--- src/rtl/epwm_pkg.sv ---
package epwm_pkg;

  typedef enum logic [1:0] {
    STEER_SINGLE = 2'b00,
    STEER_HALF   = 2'b01,
    STEER_FWD    = 2'b10,
    STEER_REV    = 2'b11
  } steer_e;

  // last prescaler count before a tick: divide by 1, 4 or 16
  function automatic logic [3:0] presc_last(input logic [1:0] sel);
    case (sel)
      2'b00:   return 4'd0;
      2'b01:   return 4'd3;
      default: return 4'd15;
    endcase
  endfunction

  // active intent per pin, bit 0 = A .. bit 3 = D
  function automatic logic [3:0] steer_map(input steer_e mode, input logic raw);
    case (mode)
      STEER_SINGLE: return {3'b000, raw};
      STEER_HALF:   return {2'b00, ~raw, raw};
      STEER_FWD:    return {raw, 2'b00, 1'b1};
      default:      return {1'b0, 1'b1, raw, 1'b0};
    endcase
  endfunction

  // pin value under a safe-state code
  function automatic logic safe_level(input logic [1:0] code);
    return (code == 2'b01);
  endfunction

  // safe-state code that releases the pin driver
  function automatic logic safe_tristate(input logic [1:0] code);
    return code[1];
  endfunction

endpackage

--- src/rtl/epwm_regs.sv ---
module epwm_regs
  import epwm_pkg::*;
#(
  parameter int PER_W  = 8,
  parameter int DB_W   = 7,
  parameter int NFAULT = 3,
  parameter int NPIN   = 4,
  parameter int ADDR_W = 3,
  parameter int DATA_W = 8
) (
  input  logic              clk,
  input  logic              rst_n,
  input  logic              wr_en,
  input  logic [ADDR_W-1:0] wr_addr,
  input  logic [DATA_W-1:0] wr_data,
  output logic [PER_W-1:0]  per_reg,
  output logic [PER_W+1:0]  duty_reg,
  output steer_e            mode,
  output logic [1:0]        pol,
  output logic [1:0]        presc,
  output logic              tmr_en,
  output logic [DB_W-1:0]   db_len,
  output logic              restart_en,
  output logic [NFAULT-1:0] src_mask,
  output logic [1:0]        safe_ac,
  output logic [1:0]        safe_bd,
  output logic [NPIN-1:0]   pin_en,
  output logic              sd_clr_req
);

  localparam logic [ADDR_W-1:0] A_PER  = ADDR_W'(0);
  localparam logic [ADDR_W-1:0] A_DUTY = ADDR_W'(1);
  localparam logic [ADDR_W-1:0] A_CTRL = ADDR_W'(2);
  localparam logic [ADDR_W-1:0] A_TMR  = ADDR_W'(3);
  localparam logic [ADDR_W-1:0] A_DB   = ADDR_W'(4);
  localparam logic [ADDR_W-1:0] A_SD   = ADDR_W'(5);
  localparam logic [ADDR_W-1:0] A_OE   = ADDR_W'(6);

  logic [PER_W-1:0] duty_hi;
  logic [1:0]       duty_lo;

  assign duty_reg   = {duty_hi, duty_lo};
  assign sd_clr_req = wr_en && (wr_addr == A_SD) && !wr_data[DATA_W-1];

  always_ff @(posedge clk or negedge rst_n) begin
    if (!rst_n) begin
      per_reg    <= '0;
      duty_hi    <= '0;
      duty_lo    <= '0;
      mode       <= STEER_SINGLE;
      pol        <= '0;
      presc      <= '0;
      tmr_en     <= 1'b0;
      db_len     <= '0;
      restart_en <= 1'b0;
      src_mask   <= '0;
      safe_ac    <= '0;
      safe_bd    <= '0;
      pin_en     <= '0;
    end else if (wr_en) begin
      case (wr_addr)
        A_PER:  per_reg <= wr_data[PER_W-1:0];
        A_DUTY: duty_hi <= wr_data[PER_W-1:0];
        A_CTRL: begin
          duty_lo <= wr_data[1:0];
          mode    <= steer_e'(wr_data[3:2]);
          pol     <= wr_data[5:4];
        end
        A_TMR: begin
          presc  <= wr_data[1:0];
          tmr_en <= wr_data[2];
        end
        A_DB: begin
          db_len     <= wr_data[DB_W-1:0];
          restart_en <= wr_data[DATA_W-1];
        end
        A_SD: begin
          src_mask <= wr_data[NFAULT-1:0];
          safe_ac  <= wr_data[4:3];
          safe_bd  <= wr_data[6:5];
        end
        A_OE:    pin_en <= wr_data[NPIN-1:0];
        default: ;
      endcase
    end
  end

endmodule

--- src/rtl/epwm_timebase.sv ---
module epwm_timebase
  import epwm_pkg::*;
#(
  parameter int PER_W = 8,
  localparam int DUTY_W = PER_W + 2
) (
  input  logic              clk,
  input  logic              rst_n,
  input  logic              tmr_en,
  input  logic [1:0]        presc,
  input  logic [PER_W-1:0]  per_reg,
  input  logic [DUTY_W-1:0] duty_reg,
  output logic [DUTY_W-1:0] fine,
  output logic [PER_W-1:0]  per_act,
  output logic [DUTY_W-1:0] duty_act,
  output logic              wrap,
  output logic              raw,
  output logic              period_flag
);

  logic [3:0] ps_cnt;
  logic       tick;

  assign tick = tmr_en && (ps_cnt >= presc_last(presc));
  assign wrap = tick && (fine == {per_act, 2'b11});
  assign raw  = tmr_en && (fine < duty_act);

  always_ff @(posedge clk or negedge rst_n) begin
    if (!rst_n) begin
      ps_cnt      <= '0;
      fine        <= '0;
      per_act     <= '0;
      duty_act    <= '0;
      period_flag <= 1'b0;
    end else begin
      period_flag <= wrap;
      if (!tmr_en) begin
        ps_cnt   <= '0;
        fine     <= '0;
        per_act  <= per_reg;
        duty_act <= duty_reg;
      end else begin
        ps_cnt <= tick ? '0 : ps_cnt + 1'b1;
        if (wrap) begin
          fine     <= '0;
          per_act  <= per_reg;
          duty_act <= duty_reg;
        end else if (tick) begin
          fine <= fine + 1'b1;
        end
      end
    end
  end

endmodule

--- src/rtl/epwm_deadband.sv ---
module epwm_deadband #(
  parameter int DB_W = 7
) (
  input  logic            clk,
  input  logic            rst_n,
  input  logic            in_act,
  input  logic [DB_W-1:0] dly,
  output logic            out_act
);

  logic [DB_W-1:0] cnt;

  always_ff @(posedge clk or negedge rst_n) begin
    if (!rst_n) begin
      cnt     <= '0;
      out_act <= 1'b0;
    end else if (!in_act) begin
      cnt     <= '0;
      out_act <= 1'b0;
    end else if (cnt >= dly) begin
      out_act <= 1'b1;
    end else begin
      cnt <= cnt + 1'b1;
    end
  end

endmodule

--- src/rtl/epwm_fault_ctl.sv ---
module epwm_fault_ctl #(
  parameter int NFAULT = 3,
  parameter int SYNC   = 2
) (
  input  logic              clk,
  input  logic              rst_n,
  input  logic [NFAULT-1:0] fault_in,
  input  logic [NFAULT-1:0] src_mask,
  input  logic              restart_en,
  input  logic              sd_clr_req,
  input  logic              wrap,
  output logic              fault_hit,
  output logic              sd_status,
  output logic              force_safe
);

  logic [SYNC-1:0][NFAULT-1:0] sync_q;
  logic                        sd_next;
  logic                        force_next;

  assign fault_hit = |(sync_q[SYNC-1] & src_mask);

  always_comb begin
    if (fault_hit)                 sd_next = 1'b1;
    else if (sd_clr_req)           sd_next = 1'b0;
    else if (restart_en && wrap)   sd_next = 1'b0;
    else                           sd_next = sd_status;
    force_next = sd_next ? 1'b1 : (wrap ? 1'b0 : force_safe);
  end

  always_ff @(posedge clk or negedge rst_n) begin
    if (!rst_n) begin
      sync_q     <= '0;
      sd_status  <= 1'b0;
      force_safe <= 1'b0;
    end else begin
      sync_q     <= {sync_q[SYNC-2:0], fault_in};
      sd_status  <= sd_next;
      force_safe <= force_next;
    end
  end

endmodule

--- src/rtl/epwm_fault_gen.sv ---
module epwm_fault_gen
  import epwm_pkg::*;
#(
  parameter int PER_W  = 8,
  parameter int DB_W   = 7,
  parameter int NFAULT = 3,
  parameter int SYNC   = 2,
  parameter int ADDR_W = 3,
  parameter int DATA_W = 8,
  localparam int NPIN   = 4,
  localparam int DUTY_W = PER_W + 2
) (
  input  logic              clk,
  input  logic              rst_n,
  input  logic              wr_en,
  input  logic [ADDR_W-1:0] wr_addr,
  input  logic [DATA_W-1:0] wr_data,
  input  logic [NFAULT-1:0] fault_in,
  output logic [NPIN-1:0]   pwm_out,
  output logic [NPIN-1:0]   pwm_oe,
  output logic              period_flag,
  output logic              shutdown_active
);

  logic [PER_W-1:0]  per_reg, per_act;
  logic [DUTY_W-1:0] duty_reg, duty_act, fine;
  steer_e            mode;
  logic [1:0]        pol, presc, safe_ac, safe_bd;
  logic              tmr_en, restart_en, sd_clr_req;
  logic [DB_W-1:0]   db_len;
  logic [NFAULT-1:0] src_mask;
  logic [NPIN-1:0]   pin_en;
  logic              wrap, raw;
  logic              fault_hit, sd_status, force_safe;
  logic [NPIN-1:0]   steer_act;
  logic [NPIN-1:0]   lane_act;

  epwm_regs #(
    .PER_W(PER_W), .DB_W(DB_W), .NFAULT(NFAULT), .NPIN(NPIN),
    .ADDR_W(ADDR_W), .DATA_W(DATA_W)
  ) u_regs (
    .clk(clk), .rst_n(rst_n), .wr_en(wr_en), .wr_addr(wr_addr), .wr_data(wr_data),
    .per_reg(per_reg), .duty_reg(duty_reg), .mode(mode), .pol(pol), .presc(presc),
    .tmr_en(tmr_en), .db_len(db_len), .restart_en(restart_en), .src_mask(src_mask),
    .safe_ac(safe_ac), .safe_bd(safe_bd), .pin_en(pin_en), .sd_clr_req(sd_clr_req)
  );

  epwm_timebase #(.PER_W(PER_W)) u_tb (
    .clk(clk), .rst_n(rst_n), .tmr_en(tmr_en), .presc(presc),
    .per_reg(per_reg), .duty_reg(duty_reg), .fine(fine), .per_act(per_act),
    .duty_act(duty_act), .wrap(wrap), .raw(raw), .period_flag(period_flag)
  );

  epwm_fault_ctl #(.NFAULT(NFAULT), .SYNC(SYNC)) u_fault (
    .clk(clk), .rst_n(rst_n), .fault_in(fault_in), .src_mask(src_mask),
    .restart_en(restart_en), .sd_clr_req(sd_clr_req), .wrap(wrap),
    .fault_hit(fault_hit), .sd_status(sd_status), .force_safe(force_safe)
  );

  assign steer_act       = steer_map(mode, raw);
  assign shutdown_active = sd_status;

  for (genvar i = 0; i < NPIN; i++) begin : g_pin
    // pins 0 and 2 form the A/C pair, pins 1 and 3 the B/D pair
    localparam bit PAIR_AC = (i % 2 == 0);
    logic [DB_W-1:0] dly_eff;
    logic [1:0]      safe_code;
    logic            act_pol;

    // dead time only on the half-bridge pair
    assign dly_eff   = (mode == STEER_HALF && i < 2) ? db_len : '0;
    assign safe_code = PAIR_AC ? safe_ac : safe_bd;
    assign act_pol   = PAIR_AC ? pol[0] : pol[1];

    epwm_deadband #(.DB_W(DB_W)) u_db (
      .clk(clk), .rst_n(rst_n), .in_act(steer_act[i]), .dly(dly_eff),
      .out_act(lane_act[i])
    );

    assign pwm_out[i] = force_safe ? safe_level(safe_code) : (lane_act[i] ^ act_pol);
    assign pwm_oe[i]  = pin_en[i] && !(force_safe && safe_tristate(safe_code));
  end

endmodule

--- config.mk ---
export PLATFORM = sky130hd
export DESIGN_NAME = epwm_fault_gen
export DESIGN_NICKNAME = d
export VERILOG_FILES = /design/src/rtl/epwm_pkg.sv /design/src/rtl/epwm_regs.sv /design/src/rtl/epwm_timebase.sv /design/src/rtl/epwm_deadband.sv /design/src/rtl/epwm_fault_ctl.sv /design/src/rtl/epwm_fault_gen.sv
export SDC_FILE = /design/constraint.sdc
export NUM_CORES = 1
export LEC_CHECK = 0
export BUFFER_PORTS_ARGS = -buffer_cell sky130_fd_sc_hd__buf_2
export CAP_MARGIN = 20
export CORE_AREA = 5 5 85 147
export CTS_BUF_LIST = sky130_fd_sc_hd__clkbuf_4
export CTS_CLUSTER_DIAMETER = 150
export DETAILED_ROUTE_END_ITERATION = 16
export DIE_AREA = 0 0 90 152
export MAX_ROUTING_LAYER = met4
export PLACE_DENSITY = 0.8
export SYNTH_ARGS = -nofsm -noshare
export SYNTH_HDL_FRONTEND = slang
export SYNTH_HIERARCHICAL = 1
export SYNTH_SLANG_ARGS = --single-unit
--- constraint.sdc ---
create_clock -name clk -period 3.18 [get_ports clk]
set_input_delay 0.159 -clock clk [delete_from_list [all_inputs] [get_ports clk]]
set_output_delay 0.159 -clock clk [all_outputs]
set_load 0.02 [all_outputs]
# Word level (Yosys, flattened, before mapping)
# Cells that the tools add are included.
# classes
n_addsub,6
magnitude_cmp,6
eq_ne,22
muxes,37
n_bitwise,6
n_reduce_logical,27
# ops
operator,n
7-bit two-way mux,9
10-bit two-way mux,5
7-bit by 1-bit adder with 7-bit output (second input constant),4
1-bit two-way mux,17
8-bit two-way mux,2
7-bit by 1-bit greater-or-equal comparator with 1-bit output (second input constant),2
7-bit greater-or-equal comparator,2
2-bit AND reduction,7
1-bit logical AND,12
4-bit one-hot mux with 3 select lines,1
10-bit by 1-bit adder with 10-bit output (second input constant),1
10-bit == test,1
10-bit less-than comparator,1
2-bit by 1-bit != test with 1-bit output (second input constant),5
3-bit == test (second input constant),3
2-bit by 1-bit == test with 1-bit output (second input constant),4
4-bit two-way mux,2
2-bit != test (second input constant),4
4-bit one-hot mux with 2 select lines,1
3-bit by 2-bit == test with 1-bit output (second input constant),2
4-bit by 1-bit adder with 4-bit output (second input constant),1
4-bit greater-or-equal comparator,1
2-bit logical NOT,2
1-bit XOR,4
other kinds (9),11
# totals
register_bits,117
input_bits,17
output_inout_bits,10
wordCells,134

# Longest topological paths before layout
# logic_depth
depth_word,10
mapped_depth,10
mapped_depth_nobuf,10

# By module
# Netlist, hierarchy kept.
# modules_own_cells
module,instances,cells_per_inst,area_per_inst_um2,seq_area_each_um2
epwm_deadband,4,61,596.8,200.2
epwm_timebase,1,176,1975.6,825.8
epwm_regs,1,99,1702.9,1101.1
epwm_fault_ctl,1,18,251.5,200.2
epwm_fault_gen,1,30,222.7,0.0

# Least setup slack after synthesis
# No wires, ideal clock.
# synth_timing
path_type,register to register
start,reg u_regs.presc[1]
end,reg u_tb.duty_act[8]
setup_time_ps,125
arrival_time_ps,2259
required_time_ps,3055
slack_ps,796
stages_incl_launch_ff,9
n_path_buf,1
synth_period_minus_slack_ps,2384
cell_sequence,dfrtp_1 > or2_2 > ha_1 > nand2b_1 > a2111oi_0 > or2_1 > o21ai_4 > buf_8 > mux2_4
# synth_via
elab_chain_cells,6
word_cells_on_any_way,7
classes_between,order compare (1); eq/ne (2); mux (1); reduce/logical (3)
# synth_rtl
element,line,text
start: declaration,epwm_regs.sv:20,"output logic [1:0] presc,"
start signal: assignment,epwm_regs.sv:70,presc <= wr_data[1:0];
2-bit by 1-bit == test with 1-bit output / 2-bit logical NOT (equally long branches),epwm_pkg.sv:12,case (sel)
4-bit one-hot mux with 2 select lines (*),epwm_pkg.sv:12,
4-bit greater-or-equal comparator (*),epwm_timebase.sv:24,assign tick = tmr_en && (ps_cnt >= presc_last(presc));
1-bit logical AND (*),epwm_timebase.sv:24,
1-bit logical AND (*),epwm_timebase.sv:25,"assign wrap = tick && (fine == {per_act, 2'b11});"
2-bit by 1-bit != test with 1-bit output (no line) (*),--,
end signal: assignment,epwm_timebase.sv:41,duty_act <= duty_reg;
end signal: assignment,epwm_timebase.sv:47,duty_act <= duty_reg;
end: declaration,epwm_timebase.sv:15,"output logic [DUTY_W-1:0] duty_act,"
# Mark *: on every way between the ends. The rest lies on a longest branch, timed or not.
# A chain may end at the register's enable or synchronous reset.

# Worst setup path after layout
# layout_timing
start,reg u_regs.presc[1]
end,reg u_fault.force_safe
# layout_via
elab_chain_cells,10
word_cells_on_any_way,12
classes_between,order compare (1); eq/ne (1); mux (5); reduce/logical (5)
# layout_rtl
element,line,text
2-bit by 1-bit == test with 1-bit output / 2-bit logical NOT (equally long branches),epwm_pkg.sv:12,
4-bit one-hot mux with 2 select lines (*),epwm_pkg.sv:12,
4-bit greater-or-equal comparator (*),epwm_timebase.sv:24,
1-bit logical AND (*),epwm_timebase.sv:24,
1-bit logical AND (*),epwm_timebase.sv:25,
via wrap,epwm_fault_gen.sv:33,"logic wrap, raw;"
1-bit logical AND,epwm_fault_ctl.sv:26,else if (restart_en && wrap) sd_next = 1'b0;
1-bit two-way mux,epwm_fault_ctl.sv:26,
1-bit two-way mux,epwm_fault_ctl.sv:25,else if (sd_clr_req) sd_next = 1'b0;
1-bit two-way mux,epwm_fault_ctl.sv:24,if (fault_hit) sd_next = 1'b1;
1-bit two-way mux / 2-bit nonzero test (equally long branches),--,
end signal: assignment,epwm_fault_ctl.sv:39,force_safe <= force_next;
end: declaration,epwm_fault_ctl.sv:14,output logic force_safe
# The timed path passes the listed nets; every way through them passes the cells marked *.

==> run summary <==
The flow ran to the end, and the final reports show no timing, DRC or antenna violations. In the routed layout, each cell is associated on average with a via count of 5.900. The tools report the die area as 13680 µm². Overall routing resource usage: 21.43%. Mean post-synth cell area: 11.55 µm².

In this run, the combinational gates consume 29.2% of the power. Summing all placed instances gives a cell area of 6822 µm². The H-tree was split into 4 levels. The first global-routing pass estimated 23.15 mm of wire. Slowest stage cell on the critical path: sky130_fd_sc_hd__a2111oi_0.

The area of the core region is 11260 µm², and the fraction of final layout cells sized beyond drive strength 1 is 23.39%. The maximum fanout along the worst path is 13, and the count of unresolved DRC violations after routing is 0. Upper clock frequency limit: 368.7 MHz. During I/O placement, the number of pins put on the boundary was 27. The number of synthesis warnings is 6.

The average routed wire per standard cell was 17.58 µm. For the final design instance area without fill, the log shows 7229 µm². The sequential cells in the finished layout cover a total of 2928 µm². After the flow finishes, the layout carries non-filler instances totaling 773.

The switching share of total power came out at 32.38%. The worst hold path belongs to the class in2reg. The total setup violations reported at the end of the flow is 0. Measured against its own limit, the worst slew margin works out to 43.03%. The area of the mapped netlist is 6536 µm². The number of failing hold endpoints at the final stage is 0, and the number of antenna violations at the first check in global routing is 1.

Largest incremental delay on the critical path: 0.55 ns. Clock skew on the completed layout was measured at 0.01823 ns. Leaving out fill and tap cells, the most frequent cell in the layout is sky130_fd_sc_hd__dfrtp_1. The worst path needs 2.712 ns of the cycle, external delays included. The top cell types in the final layout, fill and taps aside, are 117 x sky130_fd_sc_hd__dfrtp_1, 51 x sky130_fd_sc_hd__inv_1, 50 x sky130_fd_sc_hd__mux2_2.

The tools report the post-layout total power as 4.478 mW. The actual slew at the worst max-slew pin was 0.8515 ns; the required time at the worst-slack endpoint was 3.61 ns. Fill cells in the final layout number 865. The tools report the total count of max-transition violations in the final report as 0. More flip-flops sit in one register than any other, and that register is g_pin.u_db/cnt. Static power due to leakage: 3.257 nW. Setup repair after global routing left no endpoint under its margin.

The die is 90 µm wide. The logs give 4839 for the number of global-route vias before repair and 52 for the standard-cell row count. Top cell family by delay on the critical path: simple AND/OR/NAND/NOR gates.

The total net switching power was 1.450 mW; the final wirelength was 13.59 mm. Synthesis produced 566 cells. Sequential cells account for 44.2% of the total power. In the final timing run, aggregate negative setup slack is 0 ns.

For this configuration, the core starts out at a cell density of 58.07%. The largest registers in the layout are g_pin.u_db/cnt: 28 flops, u_tb/duty_act: 10 flops, u_tb/fine: 10 flops. During placement, the flow inserted port buffers numbering 26. The signal on the critical path passes through or2_2 -> ha_1 -> nand2b_1 -> a2111oi_0 -> nor2_1 -> and3_1 -> a21boi_0 -> o21ai_1. The total clock sinks is 117, and the global route total overflow is 0. Summing over every cut layer, the via total after detailed routing is 4561. The detailed router's first-iteration violation count came out at 187.

The total internal power was 3.028 mW; the worst supply voltage drop on vdd was 0.4619 mV. For this design the ratio of total power to cell area is 619.4 nW/µm². The register with the most flip-flops in the layout has 28 of them. After the last flow step, the layout net total stands at 688.

The CTS root buffer is sky130_fd_sc_hd__clkbuf_4. Entering global routing, the biggest net connects 62 pins. After clock tree synthesis, the setup repair step added 0 buffers.

At the later pin of the worst-skew pair, clock insertion delay measures 0.51 ns. The setup path with the least slack is of type reg2reg. TritonCTS built the clock tree. The congestion estimate from routability-driven global placement came to 0.8151.

The area growth from synthesis to layout is 10.60%. Power share of the clock group: 26.6%. Kind of capture point of the worst setup path: a flip-flop. For the clock tree buffer depth, the log shows 2. The worst endpoint data arrival time was 3.15 ns; the final HPWL from detailed placement was 10.31 mm. The number of clock buffers added by TritonCTS is 17. Hold timing on the final database bottoms out at a slack of 0.05943 ns. After clock tree synthesis, the clock-pin slew on the worst setup and hold paths is 0.10 ns.

The multi-input combinational cells in the finished layout cover a total of 3371 µm². The final period utilization is 85.29%, and the number of buffer and inverter stages on the critical path is 0. After detailed placement, the design holds a cell count of 731. Once detail routing completed, the nets flagged for antenna violations numbered 0.

The die boundary height is 152 µm. The tools report the number of iterations in the first detailed-routing pass as 5. The category of the worst setup path launch point was a flip-flop.

Max-cap violations in this run came to 0.
## layer usage
metal	part of all wire (%)	vias to the layer above	track usage, %
li1	-	2142	-
met1	35	2261	20.88
met2	57	122	39.39
met3	3.6	36	4.404
met4	3.7	0	10.57
met5	0	-	-
## path summary, 6_finish.rpt
| check | from | end | slack, ns | cells past startpoint |
|---|---|---|---|---|
| hold reg to reg | u_fault/sync_q[2] | u_fault/sync_q[5] | 0.36 | 0 |
| setup / recovery | u_regs/presc[1] | u_fault/force_safe | 0.47 | 8 |
| hold / removal | wr_data[2] | u_regs/src_mask[2] | 0.06 | 2 |
| max in group asynchronous | rst_n | g_pin[2].u_db/out_act | 1.98 | 3 |
| min in group asynchronous | rst_n | g_pin[3].u_db/cnt[4] | 0.25 | 2 |
| setup reg to reg | u_regs/presc[1] | u_fault/force_safe | 0.47 | 8 |
## through the flow
| stage | setup slack [ns] | utilization (%) |
|---|---|---|
| floorplan | 0.7960 | - |
| global placement | 0.6450 | 60.60 |
| detailed placement | 0.4528 | 60.60 |
| CTS | 0.4531 | 64.21 |
| global route | 0.2890 | 64.23 |
| finish | 0.4679 | 64.23 |
## power groups by stage
stage	combinational [mW]	sequential (mW)	clock [mW]
2_1_floorplan	1.06	1.94	0
3_3_place_gp	1.23	1.99	0
3_5_place_dp	1.30	2.01	0
4_1_cts	1.31	1.98	1.22
5_1_grt	1.44	2.02	1.29
6_report	1.31	1.98	1.19
## repair_timing
item	4_1_cts	5_1_grt
gates resized for setup	0	0
hold endpoints to repair	84	0
hold buffers	9	0
## layout make-up
class	count	share of cell area [%]
sequential	117	40.50
clock inverter	11	2.181
tap	135	2.336
clock buffer	21	2.181
timing repair buffer	39	3.496
multi-input combinational	398	46.63
inverter	51	2.648
antenna	1	0.03461
Note: power is estimated with default switching activity, not from simulation.
